--- config.mk ---
export PLATFORM = sky130hd
export DESIGN_NAME = ir_ppm_encoder
export DESIGN_NICKNAME = d
export VERILOG_FILES = /design/src/rtl/ir_ppm_pkg.sv /design/src/rtl/ir_carrier_gen.sv /design/src/rtl/ir_unit_timer.sv /design/src/rtl/ir_frame_seq.sv /design/src/rtl/ir_ppm_encoder.sv
export SDC_FILE = /design/constraint.sdc
export NUM_CORES = 1
export LEC_CHECK = 0
export BUFFER_PORTS_ARGS = -buffer_cell sky130_fd_sc_hd__buf_2
export CORE_ASPECT_RATIO = 1.25
export CORE_MARGIN = 4
export CORE_UTILIZATION = 55
export CTS_CLUSTER_DIAMETER = 80
export DETAILED_ROUTE_END_ITERATION = 10
export PLACE_DENSITY = 0.73
export REMOVE_ABC_BUFFERS = 1
export SLEW_MARGIN = 10
export SYNTH_ARGS = -nofsm -noshare
export SYNTH_HDL_FRONTEND = slang
export SYNTH_SLANG_ARGS = --single-unit
--- constraint.sdc ---
create_clock -name clk -period 5.8 [get_ports clk]
set_input_delay 0.87 -clock clk [delete_from_list [all_inputs] [get_ports clk]]
set_output_delay 0.87 -clock clk [all_outputs]
set_load 0.05 [all_outputs]
--- src/rtl/ir_ppm_pkg.sv ---
package ir_ppm_pkg;

    typedef enum logic [1:0] {
        TX_IDLE  = 2'd0,
        TX_LEAD  = 2'd1,
        TX_BURST = 2'd2
    } tx_state_t;

    // Counter width that is never zero, even for a modulus of one
    function automatic int safe_width(input int modulus);
        return (modulus > 1) ? $clog2(modulus) : 1;
    endfunction

endpackage

--- src/rtl/ir_carrier_gen.sv ---
module ir_carrier_gen #(
    parameter int HALF_DIV = 658
) (
    input  logic clk,
    input  logic rst,
    input  logic restart,
    output logic carrier,
    output logic period_tick
);
    import ir_ppm_pkg::*;

    localparam int CW = safe_width(HALF_DIV);
    localparam logic [CW-1:0] HALF_LAST = CW'(HALF_DIV - 1);

    logic [CW-1:0] half_cnt;
    logic          phase;

    // A full carrier period ends when the low half finishes
    assign period_tick = (half_cnt == HALF_LAST) && !phase;
    assign carrier     = phase;

    always_ff @(posedge clk) begin
        if (rst || restart) begin
            half_cnt <= '0;
            phase    <= 1'b1;
        end else if (half_cnt == HALF_LAST) begin
            half_cnt <= '0;
            phase    <= !phase;
        end else begin
            half_cnt <= half_cnt + 1'b1;
        end
    end

endmodule

--- src/rtl/ir_unit_timer.sv ---
module ir_unit_timer #(
    parameter int UNIT_TICKS = 16
) (
    input  logic clk,
    input  logic rst,
    input  logic restart,
    input  logic period_tick,
    output logic unit_stb
);
    import ir_ppm_pkg::*;

    localparam int TW = safe_width(UNIT_TICKS);
    localparam logic [TW-1:0] TICK_LAST = TW'(UNIT_TICKS - 1);

    logic [TW-1:0] tick_cnt;

    assign unit_stb = period_tick && (tick_cnt == TICK_LAST);

    always_ff @(posedge clk) begin
        if (rst || restart) begin
            tick_cnt <= '0;
        end else if (period_tick) begin
            tick_cnt <= (tick_cnt == TICK_LAST) ? '0 : tick_cnt + 1'b1;
        end
    end

endmodule

--- src/rtl/ir_frame_seq.sv ---
module ir_frame_seq #(
    parameter int KEY_BITS     = 12,
    parameter int BIT_UNITS    = 4,
    parameter int ONE_HIGH     = 3,
    parameter int ZERO_HIGH    = 1,
    parameter int LEAD_UNITS   = 60,
    parameter int REPEAT_UNITS = 80,
    parameter int PAIR_UNITS   = 208,
    parameter int UW           = 8
) (
    input  logic                       clk,
    input  logic                       rst,
    input  logic                       key_down,
    input  logic [KEY_BITS-1:0]        key_code,
    input  logic                       unit_stb,
    output logic                       restart,
    output ir_ppm_pkg::tx_state_t      state,
    output logic [UW-1:0]              unit_cnt,
    output logic [KEY_BITS-1:0]        code_q,
    output logic                       envelope
);
    import ir_ppm_pkg::*;

    localparam int FRAME_UNITS = KEY_BITS * BIT_UNITS;
    localparam logic [UW-1:0] LEAD_LAST  = UW'(LEAD_UNITS - 1);
    localparam logic [UW-1:0] PAIR_LAST  = UW'(PAIR_UNITS - 1);
    localparam logic [UW-1:0] STOP_AT    = UW'(REPEAT_UNITS + FRAME_UNITS - 1);
    localparam logic [UW-1:0] FRAME_END  = UW'(FRAME_UNITS);
    localparam logic [UW-1:0] COPY_START = UW'(REPEAT_UNITS);
    localparam logic [UW-1:0] COPY_END   = UW'(REPEAT_UNITS + FRAME_UNITS);

    logic          key_prev;
    logic          in_first, in_second;
    logic [UW-1:0] rel_unit, bit_idx, sub_unit;
    logic [KEY_BITS-1:0] aligned;
    logic          bit_val;

    assign restart = (state == TX_IDLE) && key_down && !key_prev;

    always_ff @(posedge clk) begin
        if (rst) begin
            state    <= TX_IDLE;
            unit_cnt <= '0;
            code_q   <= '0;
            key_prev <= 1'b0;
        end else begin
            key_prev <= key_down;
            case (state)
                TX_IDLE: begin
                    if (restart) begin
                        state    <= TX_LEAD;
                        unit_cnt <= '0;
                        code_q   <= key_code;
                    end
                end
                TX_LEAD: begin
                    if (unit_stb) begin
                        if (unit_cnt == LEAD_LAST) begin
                            state    <= TX_BURST;
                            unit_cnt <= '0;
                        end else begin
                            unit_cnt <= unit_cnt + 1'b1;
                        end
                    end
                end
                TX_BURST: begin
                    if (unit_stb) begin
                        if (unit_cnt == STOP_AT && !key_down) begin
                            state    <= TX_IDLE;
                            unit_cnt <= '0;
                        end else if (unit_cnt == PAIR_LAST) begin
                            unit_cnt <= '0;
                        end else begin
                            unit_cnt <= unit_cnt + 1'b1;
                        end
                    end
                end
                default: begin
                    state    <= TX_IDLE;
                    unit_cnt <= '0;
                end
            endcase
        end
    end

    // Envelope shaping: frame window, bit select, duty compare
    always_comb begin
        in_first  = (state == TX_BURST) && (unit_cnt < FRAME_END);
        in_second = (state == TX_BURST) && (unit_cnt >= COPY_START)
                    && (unit_cnt < COPY_END);
        rel_unit  = in_second ? (unit_cnt - COPY_START) : unit_cnt;
        bit_idx   = rel_unit / UW'(BIT_UNITS);
        sub_unit  = rel_unit % UW'(BIT_UNITS);
        aligned   = code_q << bit_idx;
        bit_val   = aligned[KEY_BITS-1];
        envelope  = (in_first || in_second) &&
                    (sub_unit < (bit_val ? UW'(ONE_HIGH) : UW'(ZERO_HIGH)));
    end

endmodule

--- src/rtl/ir_ppm_encoder.sv ---
module ir_ppm_encoder #(
    parameter int HALF_DIV     = 658,
    parameter int UNIT_TICKS   = 16,
    parameter int KEY_BITS     = 12,
    parameter int BIT_UNITS    = 4,
    parameter int ONE_HIGH     = 3,
    parameter int ZERO_HIGH    = 1,
    parameter int LEAD_UNITS   = 60,
    parameter int REPEAT_UNITS = 80,
    parameter int PAIR_UNITS   = 208
) (
    input  logic                clk,
    input  logic                rst,
    input  logic                key_down,
    input  logic [KEY_BITS-1:0] key_code,
    output logic                ir_drive
);
    import ir_ppm_pkg::*;

    localparam int CNT_SPAN = (LEAD_UNITS > PAIR_UNITS) ? LEAD_UNITS : PAIR_UNITS;
    localparam int UW = safe_width(CNT_SPAN);

    logic                restart;
    logic                carrier;
    logic                period_tick;
    logic                unit_stb;
    logic                envelope;
    tx_state_t           state;
    logic [UW-1:0]       unit_cnt;
    logic [KEY_BITS-1:0] code_q;

    ir_carrier_gen #(.HALF_DIV(HALF_DIV)) u_carrier (
        .clk         (clk),
        .rst         (rst),
        .restart     (restart),
        .carrier     (carrier),
        .period_tick (period_tick)
    );

    ir_unit_timer #(.UNIT_TICKS(UNIT_TICKS)) u_timer (
        .clk         (clk),
        .rst         (rst),
        .restart     (restart),
        .period_tick (period_tick),
        .unit_stb    (unit_stb)
    );

    ir_frame_seq #(
        .KEY_BITS     (KEY_BITS),
        .BIT_UNITS    (BIT_UNITS),
        .ONE_HIGH     (ONE_HIGH),
        .ZERO_HIGH    (ZERO_HIGH),
        .LEAD_UNITS   (LEAD_UNITS),
        .REPEAT_UNITS (REPEAT_UNITS),
        .PAIR_UNITS   (PAIR_UNITS),
        .UW           (UW)
    ) u_seq (
        .clk      (clk),
        .rst      (rst),
        .key_down (key_down),
        .key_code (key_code),
        .unit_stb (unit_stb),
        .restart  (restart),
        .state    (state),
        .unit_cnt (unit_cnt),
        .code_q   (code_q),
        .envelope (envelope)
    );

    assign ir_drive = envelope && carrier;

endmodule

==> key figures, run 1 <==
GRT
  – Vias in the first global route: 1692
  – First-pass GRT wire length: slightly above 7 mm
  – Overall Global Routing Usage: 0.184
  – Total gr overflow: 0
  – Largest net degree at the start of global routing: 28
  – Initial antenna violation count: 0

STA
  – Unrepaired setup endpoints after global routing: no
  – F_max: roughly 260 MHz
  – Final slew viol count: 0
  – Max_slew headroom: 0.430
  – Final Skew: 0.00553 ns
  – Final hold violation count: 0
  – Worst-Margin Slew: around 0.85 ns
  – Final setup fails: 0
  – Fin Setup TNS: 0 ns
  – Fin crit period: roughly 3.8 ns
  – Period utilization: 0.660

Critical path
  – Slowest stage cell on the critical path: dfxtp_1
  – Internal reg-to-reg setup slack: approximately 3.4 ns
  – Delay of the slowest critical-path stage: roughly 0.37 ns
  – WP data required: 4.93 ns
  – Delay-heaviest family, CP: compound AO/OA/AOI/OAI gates
  – Crit-path most repeated cell: ha_1
  – Crit-path max FO: 7
  – CP endpoint kind: output pin
  – Reg2Reg Depth: 6
  – R2R Path End: u_seq.unit_cnt[5]$_SDFFE_PP0P_
  – CP bufs+invs: 2
  – Reg-to-Reg Start: u_seq.unit_cnt[4]$_SDFFE_PP0P_
  – Critical path type: reg -> out
  – Worst setup SP type: flip-flop
  – Worst path cell trace: inv_1, ha_1, nand4bb_1, a21oi_1, a41oi_1, o311a_1, ha_1, nor4bb_1, nand3_1, a31oi_1, buf_2
  – Critical path arrival: roughly 3 ns

Placement
  – Routability congestion estimate: approximately 0.88
  – Placed Cells: between 200 and 300
  – IO buf count: 15
  – Placed Instance Area: approximately 0.0021 sq mm
  – Post-DP HPWL: roughly 3 mm

Pwr
  – Register share of total power: 0.431
  – Switching share of total power: 0.262
  – Clock power share: 0.410
  – Internal power: roughly 0.00048 W
  – NetSw: 0.000172 W
  – Pwr Density: 287 mW/mm^2
  – Leakage power: 0.836 nW
  – Comb pwr share: 0.159
  – Max VDD drop: a little under 200 uV

Cells and area
  – Post-route insts no fill: 300
  – Syn-to-layout area delta: 10.4%
  – Fill cells: ~310
  – Nets@finish: roughly 290
  – Design Area, Final: 0.00228 sq mm
  – N_diodes: 0
  – Layout cells sized above 1: 0.123

Detailed routing
  – Vias: 1783
  – Number of routed nets with antenna violations: 0
  – Iter 0 DRT Violations: roughly 150
  – DRC viols: 0
  – WL final: roughly 4.1 mm
  – Drt pass-1 iters: 4
  – Vias/cell: about 5.9
  – Post-DR wirelength/cell: approximately 14 microns

Floorplan
  – IO Pins: 16
  – Core footprint: ~0.0035 sq mm
  – Initial Utilization: 0.584
  – Row Count: 24
  – Die area: between 0.004 and 0.005 sq mm
  – Die X: roughly 63 microns
  – Die height: between 70 and 80 microns

Worst hold path
  – Min-delay src: u_seq.code_q[10]$_SDFFE_PP0P_
  – Hold Path Sink: u_seq.code_q[10]$_SDFFE_PP0P_
  – Worst hold path type: reg -> reg
  – Hold Path Depth: 2

Yosys
  – Post-synth ARST share: 0
  – Yosys top cell by area: dfxtp_1
  – Yosys reg bits: 38
  – Top cells by area, synth: dfxtp_1 (37%), nand2_1 (8.0%), ha_1 (7.9%)
  – Post-synthesis area per instance: about 8.3 sq um
  – Sequential fraction of the synthesis area: 0.368
  – Ys Warns: 0
  – Post-synthesis cell type count: 51
  – Top cells by count, synth: nand2_1 (44), dfxtp_1 (38), a21oi_1 (23), nor2_1 (19)
  – Synthesized area: between 0.002 and 0.0025 sq mm
  – Most used flip-flop cell after synthesis: dfxtp_1
  – Cells after Synth: ~250
  – Post-synth EDFFs: 0
  – Most common cell in the netlist: nand2_1
  – Share of the synthesized area in the top cell type: 0.368

Clocking
  – H-tree level count: 2
  – Worst-path clk slew: about 0.070 ns
  – CTS Sinks: 38
  – Post-CTS Setup Bufs: 0
  – TritonCTS clock tree: yes
  – Clk Latency, worst-skew pair: approximately 0.29 ns
  – Cts bufs inserted: 5
  – Post-CTS Hold Buffers: 0
  – CTS resizes: 0
  – CTS max path bufs: 2
  – Clk root buf: clkbuf_8

Job
  – Max_cap viols: 0

Status
  – Run status: completed
[area by class of cell]
| cell class | instances | area (sq um) | share of cell area |
|---|---|---|---|
| tap | 39 | 48.8 | 0.0214 |
| sequential | 38 | 761 | 0.333 |
| clock inverter | 3 | 68.8 | 0.0301 |
| clock buffer | 5 | 68.8 | 0.0301 |
| multi-input combinational | 190 | 1220 | 0.536 |
| timing repair buffer | 15 | 75.1 | 0.0329 |
| inverter | 10 | 37.5 | 0.0164 |
[power groups by stage]
stage | Combinational [W] | Sequential [W] | Clock, W
global placement | 0.000103 | 0.000288 | 0
CTS | 0.000105 | 0.000283 | 0.000278
global route | 0.000120 | 0.000284 | 0.000288
floorplan | 0.0000757 | 0.000286 | 0
detailed placement | 0.000103 | 0.000289 | 0
finish | 0.000105 | 0.000283 | 0.000269
[stage by stage]
stage / power [W] / hold slack, ns / util / setup WS [ns]
2_1_floorplan: 0.000362 / 0.427 / - / 2.11
3_3_place_gp: 0.000391 / 0.441 / 0.606 / 2.37
3_5_place_dp: 0.000392 / 0.450 / 0.606 / 2.27
4_1_cts: 0.000665 / 0.461 / 0.644 / 1.95
5_1_grt: 0.000692 / 0.479 / 0.644 / 1.74
6_report: 0.000656 / 0.458 / 0.644 / 1.97
[cells in the final DEF (no fill, tap or decap), types with 2 or more instances in the layout]
cell       count
mux4_2         3
nand3_1       13
nor3_1         2
nand2b_1       5
bufinv_16      2
clkbuf_8       5
nand2_1       44
dfxtp_1       38
and2_1         2
nor2_1        19
inv_1         10
xnor2_1        5
o41ai_1        2
nor3b_1        2
xor2_1         4
or3_1          4
nand4bb_1      2
ha_1          13
mux2i_1        3
a31oi_1        4
nand4_1        4
and3_1         4
or2_2          2
o21ai_1        3
buf_2         15
a21oi_1       23
nand3b_1       3
[worst min-delay path: stages (launching register included)]
cell     delay [ns]
dfxtp_1        0.31
nand2_1        0.05
a21oi_1        0.05
[metal layers]
metal  global-route usage  share of wire
met4               0.0795          0.018
met3               0.0354          0.030
met5                    0              0
met2                0.335           0.53
met1                0.205           0.42
[sequential cells by signal, indices dropped and copies added (netlist names)]
| signal | flops |
|---|---|
| u_seq.code_q | 12 |
| u_seq.state | 2 |
| u_seq.unit_cnt | 8 |
| u_carrier.carrier | 1 |
| u_seq.key_prev | 1 |
| u_carrier.half_cnt | 10 |
| u_timer.tick_cnt | 4 |
[logic make-up (layout without fill, tap and decap cells)]
logic type               Yosys count  after routing  share of synthesized area
AO/OA/AOI/OAI                     46             46                      0.140
flip-flops                        38             38                      0.368
buffers and inverters             20             33                     0.0405
multiplexers                       6              6                     0.0472
adder cells (fa/ha/maj)           13             13                     0.0786
AND/OR/NAND/NOR                  116            116                      0.288
XOR/XNOR                           9              9                     0.0381
[how the worst max path moves through the flow]
stage | from | cells past startpoint | to
after floorplan | u_seq.unit_cnt[5]$_SDFFE_PP0P_ | 10 | ir_drive
after global placement | u_seq.unit_cnt[5]$_SDFFE_PP0P_ | 11 | ir_drive
after detailed placement | u_seq.unit_cnt[5]$_SDFFE_PP0P_ | 11 | ir_drive
after CTS | u_seq.unit_cnt[5]$_SDFFE_PP0P_ | 11 | ir_drive
after global routing | u_seq.unit_cnt[5]$_SDFFE_PP0P_ | 12 | ir_drive
final | u_seq.unit_cnt[5]$_SDFFE_PP0P_ | 11 | ir_drive
No activity file was read; power rests on OpenSTA's default activity.
==> run 2, diff against run 1 <==
clock period = 3.6 ns   (was 5.8 ns; I/O delays follow)
==> run 2 against run 1 <==
Effect of this change: core utilization down 0.74 points; setup slack worse by 1.7 ns; cell count rose by 0.33%; clock skew fell by 0.0014 ns; global-route usage increased by 0.28 points; wire length rose by 3.1%; largest cell class unchanged; largest power group unchanged.
==> key figures, run 2 (synthesis results as in run 1) <==
Status
  – Run status: completed

STA
  – Worst-Margin Slew: roughly 0.85 ns
  – Unrepaired setup endpoints after global routing: no
  – Max_slew headroom: 0.432
  – Final Skew: just over 0.004 ns
  – Fin crit period: between 3 and 4 ns
  – Final hold violation count: 0
  – Period utilization: 0.931
  – Fin Setup TNS: 0 ns
  – Worst setup margin: between 0.2 and 0.25 ns
  – F_max: about 300 MHz
  – Final setup fails: 0
  – Final slew viol count: 0

Critical path
  – WP data required: 3.06 ns
  – Critical path type: reg -> out
  – Worst setup SP type: flip-flop
  – Crit-path max FO: 7
  – CP endpoint kind: output pin
  – Critical path arrival: 2.81 ns

GRT
  – Initial antenna violation count: 0
  – Overall Global Routing Usage: 0.187
  – Total gr overflow: 0
  – Largest net degree at the start of global routing: 28
  – Vias in the first global route: between 1500 and 2000
  – First-pass GRT wire length: 7.25 mm

Cells and area
  – Post-route insts no fill: about 300
  – Commonest non-fill, non-tap cell in the layout: nand2_1
  – Commonest non-fill, non-tap cells in the layout: nand2_1 (44), dfxtp_1 (36), a21oi_1 (22), nor2_1 (19), buf_2 (14)
  – Layout cells sized above 1: 0.137
  – Fill cells: 320
  – Max reg flops: 12
  – Syn-to-layout area delta: 9.13%
  – Top flop regs: u_seq.code_q x12, u_carrier.half_cnt x10, u_seq.unit_cnt x8
  – Nets@finish: ~290
  – Top reg by flops: u_seq.code_q
  – N_diodes: 0

Detailed routing
  – DRC viols: 0
  – Number of routed nets with antenna violations: 0
  – Post-DR wirelength/cell: 14.0 microns
  – Drt pass-1 iters: 4
  – Iter 0 DRT Violations: roughly 150
  – WL final: 4.22 mm
  – Vias/cell: ~6
  – Vias: approximately 1800

Floorplan
  – Core footprint: ~0.0035 sq mm
  – Die height: roughly 77 microns
  – Row Count: 24
  – Die area: a little under 0.005 sq mm
  – IO Pins: 16
  – Die X: ~63 microns
  – Initial Utilization: 0.584

Pwr
  – Leakage power: slightly above 0.8 nW
  – Max VDD drop: roughly 370 uV
  – NetSw: 0.000273 W
  – Switching share of total power: 0.293
  – Internal power: between 0.0006 and 0.0007 W
  – Register share of total power: 0.490
  – Pwr Density: approximately 410 mW/mm^2
  – Total Power: about 0.00093 W
  – Clock power share: 0.330
  – Comb pwr share: 0.180

Clocking
  – Clk root buf: clkbuf_8
  – TritonCTS clock tree: yes
  – Worst-path clk slew: 0.08 ns
  – Post-CTS Setup Bufs: 0
  – H-tree level count: 2
  – CTS Sinks: 38
  – Cts bufs inserted: 5
  – Clk Latency, worst-skew pair: approximately 0.29 ns
  – Post-CTS Hold Buffers: 0
  – CTS max path bufs: 2
  – CTS resizes: 0

Placement
  – IO buf count: 15
  – Routability congestion estimate: approximately 0.86
  – Placed Cells: between 200 and 300
  – Pre-CTS setup slack: roughly 0.4 ns
  – Post-DP HPWL: between 3 and 4 mm

Job
  – Max_cap viols: 0

Worst hold path
  – Worst hold path type: reg -> reg
## run 2: worst max-delay path: stages, from the launching register on
cell and delay, ns:
dfxtp_2 0.35, inv_1 0.15, ha_1 0.18, nand4bb_1 0.16, a21oi_2 0.28, a41oi_1 0.17, o311a_1 0.31, ha_1 0.18
nor4bb_1 0.25, nand3_1 0.10, a31oi_1 0.14, clkbuf_4 0.25
## run 2: final timing paths
path / from / end / slack [ns] / depth (start not counted)
setup / recovery: u_seq.unit_cnt[5]$_SDFFE_PP0P_ / ir_drive / 0.25 / 11
hold / removal: u_seq.code_q[5]$_SDFFE_PP0P_ / u_seq.code_q[5]$_SDFFE_PP0P_ / 0.46 / 2
setup reg to reg: u_carrier.half_cnt[0]$_SDFF_PP0_ / u_seq.state[0]$_SDFFE_PP0P_ / 1.24 / 6
hold reg to reg: u_seq.code_q[5]$_SDFFE_PP0P_ / u_seq.code_q[5]$_SDFFE_PP0P_ / 0.46 / 2
## run 2: routing by layer
metal | wire (microns) | share of wire | global-route usage
met5 | 0 | 0 | 0
met4 | 70 | 0.017 | 0.0751
met3 | 111 | 0.026 | 0.0472
met2 | 2200 | 0.52 | 0.339
met1 | 1840 | 0.43 | 0.205
## run 2: power groups by stage
stage	logic [W]	clock network [W]	registers, W
after detailed placement	0.000167	0	0.000465
final	0.000168	0.000307	0.000455
after floorplan	0.000122	0	0.000461
after CTS	0.000169	0.000315	0.000455
after global placement	0.000165	0	0.000464
after global routing	0.000189	0.000340	0.000459
## run 2: stage by stage
| stage | utilization | cell area, sq um | hold WS [ns] |
|---|---|---|---|
| final | 0.637 | 2260 | 0.458 |
| after detailed placement | 0.608 | 2150 | 0.447 |
| after global placement | 0.608 | 2150 | 0.441 |
| after floorplan | - | 2020 | 0.427 |
| after CTS | 0.635 | 2250 | 0.458 |
| after global routing | 0.637 | 2260 | 0.469 |
## run 2: final cells by class
cell class / instances / area (sq um) / area share
well taps: 39 / 48.8 / 0.0216
inverters: 10 / 37.5 / 0.0166
repair buffers: 16 / 85.1 / 0.0377
multi-input cells: 190 / 1230 / 0.544
clock buffers: 6 / 82.6 / 0.0366
clock inverters: 2 / 12.5 / 0.00554
flip-flops and latches: 38 / 763 / 0.338
